`config.mk`:
```
export PLATFORM = sky130hd
export DESIGN_NAME = i2c_bus_clear
export DESIGN_NICKNAME = d
export VERILOG_FILES = /design/src/rtl/i2c_bus_clear.sv
export SDC_FILE = /design/constraint.sdc
export NUM_CORES = 1
export LEC_CHECK = 0
export BUFFER_PORTS_ARGS = -buffer_cell sky130_fd_sc_hd__buf_2
export CAP_MARGIN = 25
export CORE_MARGIN = 2
export CORE_UTILIZATION = 45
export DETAILED_ROUTE_END_ITERATION = 8
export GPL_TIMING_DRIVEN = 0
export PLACE_DENSITY_LB_ADDON = 0.2
export SLEW_MARGIN = 20
export SYNTH_ARGS = -nofsm -noshare
export SYNTH_HDL_FRONTEND = slang
export SYNTH_SLANG_ARGS = --single-unit
```
`constraint.sdc`:
```
create_clock -name clk -period 4.6 [get_ports clk]
set_input_delay 0.46 -clock clk [delete_from_list [all_inputs] [get_ports clk]]
set_output_delay 0.46 -clock clk [all_outputs]
set_load 0.02 [all_outputs]
```
`src/rtl/i2c_bus_clear.sv`:
```
module i2c_bus_clear #(
  parameter int HALF_CYC = 250
) (
  input  logic clk,
  input  logic rst_n,
  input  logic start_i,
  input  logic scl_i,
  input  logic sda_i,
  output logic scl_oe_o,
  output logic sda_oe_o,
  output logic busy_o,
  output logic done_o,
  output logic ok_o,
  output logic err_scl_o,
  output logic err_sda_o
);
  localparam int CW = $clog2(HALF_CYC + 1);
  localparam logic [3:0] LAST_PULSE = 4'd8;

  typedef enum logic [2:0] {IDLE, LOW, HIGH, STP_A, STP_B, STP_C} st_t;

  st_t            state;
  logic [1:0]     scl_q, sda_q;
  logic [CW-1:0]  cnt, acnt;
  logic [3:0]     pcnt;

  wire scl_s = scl_q[1];
  wire sda_s = sda_q[1];
  wire tick  = cnt == CW'(HALF_CYC - 1);
  wire stuck = scl_s & ~sda_s;
  wire trig  = start_i | (stuck & (acnt == CW'(HALF_CYC - 1)));

  assign scl_oe_o = (state == LOW) || (state == STP_A);
  assign sda_oe_o = (state == STP_A) || (state == STP_B);
  assign busy_o   = state != IDLE;

  always_ff @(posedge clk or negedge rst_n) begin
    if (!rst_n) begin
      state     <= IDLE;
      scl_q     <= 2'b11;
      sda_q     <= 2'b11;
      cnt       <= '0;
      acnt      <= '0;
      pcnt      <= '0;
      done_o    <= 1'b0;
      ok_o      <= 1'b0;
      err_scl_o <= 1'b0;
      err_sda_o <= 1'b0;
    end else begin
      scl_q  <= {scl_q[0], scl_i};
      sda_q  <= {sda_q[0], sda_i};
      done_o <= 1'b0;
      if (state == IDLE) begin
        cnt  <= '0;
        pcnt <= '0;
        acnt <= stuck ? acnt + CW'(1) : '0;
        if (trig) begin
          acnt      <= '0;
          ok_o      <= 1'b0;
          err_sda_o <= 1'b0;
          err_scl_o <= 1'b0;
          if (!scl_s) begin
            done_o    <= 1'b1;
            err_scl_o <= 1'b1;
          end else begin
            state <= LOW;
          end
        end
      end else begin
        acnt <= '0;
        cnt  <= tick ? '0 : cnt + CW'(1);
        if (tick) begin
          case (state)
            LOW:  state <= HIGH;
            HIGH: begin
              pcnt  <= pcnt + 4'd1;
              state <= (pcnt == LAST_PULSE) ? STP_A : LOW;
            end
            STP_A: state <= STP_B;
            STP_B: state <= STP_C;
            default: begin
              state     <= IDLE;
              done_o    <= 1'b1;
              ok_o      <= scl_s & sda_s;
              err_sda_o <= ~(scl_s & sda_s);
            end
          endcase
        end
      end
    end
  end
endmodule

```
# Word level (Yosys, flattened, before mapping)
# Cells that the tools add are included.
# word_totals
regBits	31
in_bits	5
output_inout_bits	7
elab_cells	66
# classes
addsub	3
n_eq_ne	10
mux	26
bitwise	6
n_reduce_logical	11
# op_table
operator	n
2-to-1 mux 8 bit	5
adder 8 x 1 -> 8 bit, second input constant	2
== test 8 bit, second input constant	2
2-to-1 mux 1 bit	12
2-to-1 mux 3 bit	4
2-to-1 mux 4 bit	3
one-hot mux 3 bit (4 select lines)	1
== test 3 x 2 -> 1 bit, second input constant	2
AND reduction 3 bit	2
adder 4 x 1 -> 4 bit, second input constant	1
== test 4 bit, second input constant	1
!= test 2 bit, second input constant	2
AND reduction 2 bit	2
nonzero test 2 bit	2
OR reduction 4 bit	1
AND 1 bit	3
== test 3 x 1 -> 1 bit, second input constant	1
== test 3 bit, second input constant	1
zero test 3 bit	1
nonzero test 3 bit	1
logical OR 1 bit	2
2-to-1 mux 2 bit	1
!= test 2 x 1 -> 1 bit, second input constant	1
inverter 1 bit	2
bitwise OR 1 bit	1

# Depth between registers and ports, before layout
# depth
word_depth	6
mapped_depth	7
mapped_depth_nobuf	6

# Worst setup path after synthesis
# OpenSTA, ideal clock, no wires.
# synth_path
kind	reg2out
start	reg state[0]
end	out sda_oe_o
arrival_time_ns	1.138
required_time_ns	4.140
path_slack_ns	3.002
path_stages_with_launch	4
path_buffers	0
path_cell_list	dfrtp_1 -> inv_1 -> nor2_1 -> a22o_1
# synth_between
elab_chain_cells	2
elab_cells_between_ends	3
cone_classes	eq/ne (2); reduce/logical (1)
# synth_lines
item	line	text
from (decl)	22	st_t state;
from (signal assigned)	77	state <= (pcnt == LAST_PULSE) ? STP_A : LOW;
== test 3 x 2 -> 1 bit / == test 3 bit (equally long branches)	34	assign sda_oe_o = (state == STP_A) || (state == STP_B);
logical OR 1 bit *	34	
to (decl)	10	output logic sda_oe_o,
# Every way passes the cells marked *; elsewhere a longest branch is shown, timed or not.

# Worst setup path in the final report
# layout_path
start	reg state[2]
end	out busy_o
# layout_between
elab_chain_cells	1
# layout_lines
item	line	text
nonzero test 3 bit	35	assign busy_o = state != IDLE;
to (decl)	11	output logic busy_o,
# Every way passes these cells.

==> results.toml <==
[status]
status = "finished, final reports clean"

[global_route]
grt_pass1_wl_mm = 4.22
grtUsageTotal = 0.158
antenna_found_initial = 0
grt_overflow = 0
grt_max_degree = 32
grt_pass1_vias = 974

[timing]
max_clock_freq_mhz = 466
hold_slack_ps = 130
tightest_slew_ps = 657
tns_ps = 0
slew_headroom = 0.562
drv_slew = 0
rsz0062_at_grt = "no"
finalSetupViolations = 0
finalCritPeriodShare = 0.466
setup_ws_ps = 2460
hold_viol = 0
final.setup_skew_ps = 18.0
fin_crit_ps = 2140

[critical_path]
worstPathRequired_ps = 4140
arrival_ps = 1680
end_kind = "output port"
cp_max_fo = 8
cp-start-kind = "register"
worstSetupPathType = "register to output port"

[clock_network]
cts_tree = "yes"
cts_max_level = 2
hold_buffers = 0
cts_setup_buffers = 0
ctsResizeCount = 0
cts_buffers = 5
cts_sinks = 31
clk_pin_slew_ps = 110
clkLatencyLatePin_ps = 340
cts_root_buffer = "clkbuf_4"
cts_buffer_depth = 2

[placed_design]
dpl-instance-area_um2 = 1610
port-buffer-count = 11
place.gp.congestion = 0.800
dpl.cell_count = 198
place_hpwl_mm = 1.80
place_ws_ps = 2840

[die]
placement_rows = 20
dieArea_um2 = 3810
top_level_ports = 12
start_util = 0.484
core_area_um2 = 3100
die_w_um = 61.8
die_h_um = 61.8

[logic_synthesis]
synth_top_area_cell = "dfrtp_1"
yosysWarnings = 0
netlist_area_um2 = 1500
avgSynthCellArea_um2 = 10.5
synth_top_cell_area_share = 0.450
yosysSeqAreaShare = 0.520
async_flop_share = 1.00
synthTopCellsByArea = "dfrtp_1, dfstp_2, nor2_1"
yosys.cell_types.count = 40
yosys_register_bits = 31
netlist_instances = 143
synthFlopType = "dfrtp_1"
synth_edf_count = 0
syn-num-nets = 154

[layout]
drive_gt1_frac = 0.228
finalNetCount = 172
antenna_cells = 0
utilization = 0.539
syn2layout_area_growth_pct = 11.3
fin_area_um2 = 1670
nFillCells = 298
fin_cells = 206

[run]
drv_cap = 0

[pwr]
power_density_nw_per_um2 = 272
ir_worst_vdd_uv = 121
power_uw = 455
leakage_nw = 0.757

[drt]
postRouteAntennaNets = 0
drt_iter0_drc = 62
routed_wl_mm = 2.50
vias_per_cell = 5.01
vias = 1033
wl_per_cell_um = 12.1
drc_errors = 0
drt-pass1-iter-count = 5

[hold_path]
hold_path.class = "input pin to async pin"
==> placed cells by master, fill, tap and decap left out, drive strengths merged, types with 6 or more instances in the layout <==
| cell | synthesis | routed |
|---|---|---|
| nand2 | 12 | 12 |
| o21ai | 6 | 6 |
| nor2 | 26 | 26 |
| buf | 2 | 13 |
| inv | 8 | 8 |
| nand3 | 7 | 7 |
| ha | 6 | 6 |
| dfrtp | 27 | 27 |
| clkbuf | 1 | 8 |
| xor2 | 6 | 6 |
| xnor2 | 6 | 6 |
==> synth_stat cells, types with 2 or more instances <==
| master | number |
|---|---|
| dfrtp_1 | 27 |
| nor2_1 | 25 |
| nand2_1 | 10 |
| inv_1 | 7 |
| nand3_1 | 7 |
| ha_1 | 6 |
| o21ai_0 | 6 |
| xnor2_1 | 6 |
| xor2_1 | 6 |
| dfstp_2 | 4 |
| o31ai_1 | 3 |
| a31oi_1 | 2 |
| buf_2 | 2 |
| mux2i_1 | 2 |
| nand2b_1 | 2 |
| nor4_1 | 2 |
| o22ai_1 | 2 |
| or2_1 | 2 |
==> power by group <==
part | internal, mW | switching, mW | leakage [nW]
Sequential | 0.276 | 0.00148 | 0.387
Clock | 0.0740 | 0.0936 | 0.0353
Combinational | 0.00275 | 0.00742 | 0.335
==> registers in the layout (all words and copies together) (netlist names) <==
| register | flops |
|---|---|
| scl_q | 2 |
| err_sda_o | 1 |
| acnt | 8 |
| ok_o | 1 |
| pcnt | 4 |
| sda_q | 2 |
| done_o | 1 |
| cnt | 8 |
| err_scl_o | 1 |
| state | 3 |
==> path summary, 6_finish.rpt <==
kind | cells past startpoint | start | to | slack (ps)
setup / recovery | 5 | state[2] | busy_o | 2460
hold / removal | 1 | rst_n | pcnt[2] | 130
setup reg to reg | 4 | sda_q[1] | acnt[3] | 2980
hold reg to reg | 0 | sda_q[0] | sda_q[1] | 360
max in group asynchronous | 1 | rst_n | cnt[1] | 4030
min in group clk | 1 | scl_i | scl_q[0] | 220
==> cell type report <==
cell class                      count  area [um^2]  share of cell area
Tap cell                           44         55.1              0.0329
Buffer                              3         15.0             0.00898
Clock buffer                        7         55.1              0.0329
Sequential cell                    31          781               0.467
Timing Repair Buffer               11         55.1              0.0329
Clock inverter                      1         5.00             0.00299
Inverter                            8         30.0              0.0180
Multi-Input combinational cell    101          676               0.404
==> cell families after synthesis <==
| group | synth area share |
|---|---|
| AND/OR/NAND/NOR | 0.212 |
| flip-flops | 0.520 |
| AO/OA/AOI/OAI | 0.0975 |
| XOR/XNOR | 0.0700 |
| buffers and inverters | 0.0300 |
| adder cells (fa/ha/maj) | 0.0575 |
| multiplexers | 0.0133 |
==> worst max-delay path: stages, from the launching register on <==
cell     delay [ps]
dfrtp_1         470
or2_1           250
buf_2           160
nor2_2          180
inv_2           100
buf_2           170
==> routing by layer <==
metal,vias to the layer above,part of all wire,track usage
met5,-,0,0
met3,9,0.058,0.0683
li1,523,-,-
met4,0,0.019,0.0638
met2,24,0.44,0.236
met1,477,0.49,0.202
(Power assumes the default switching activity.)
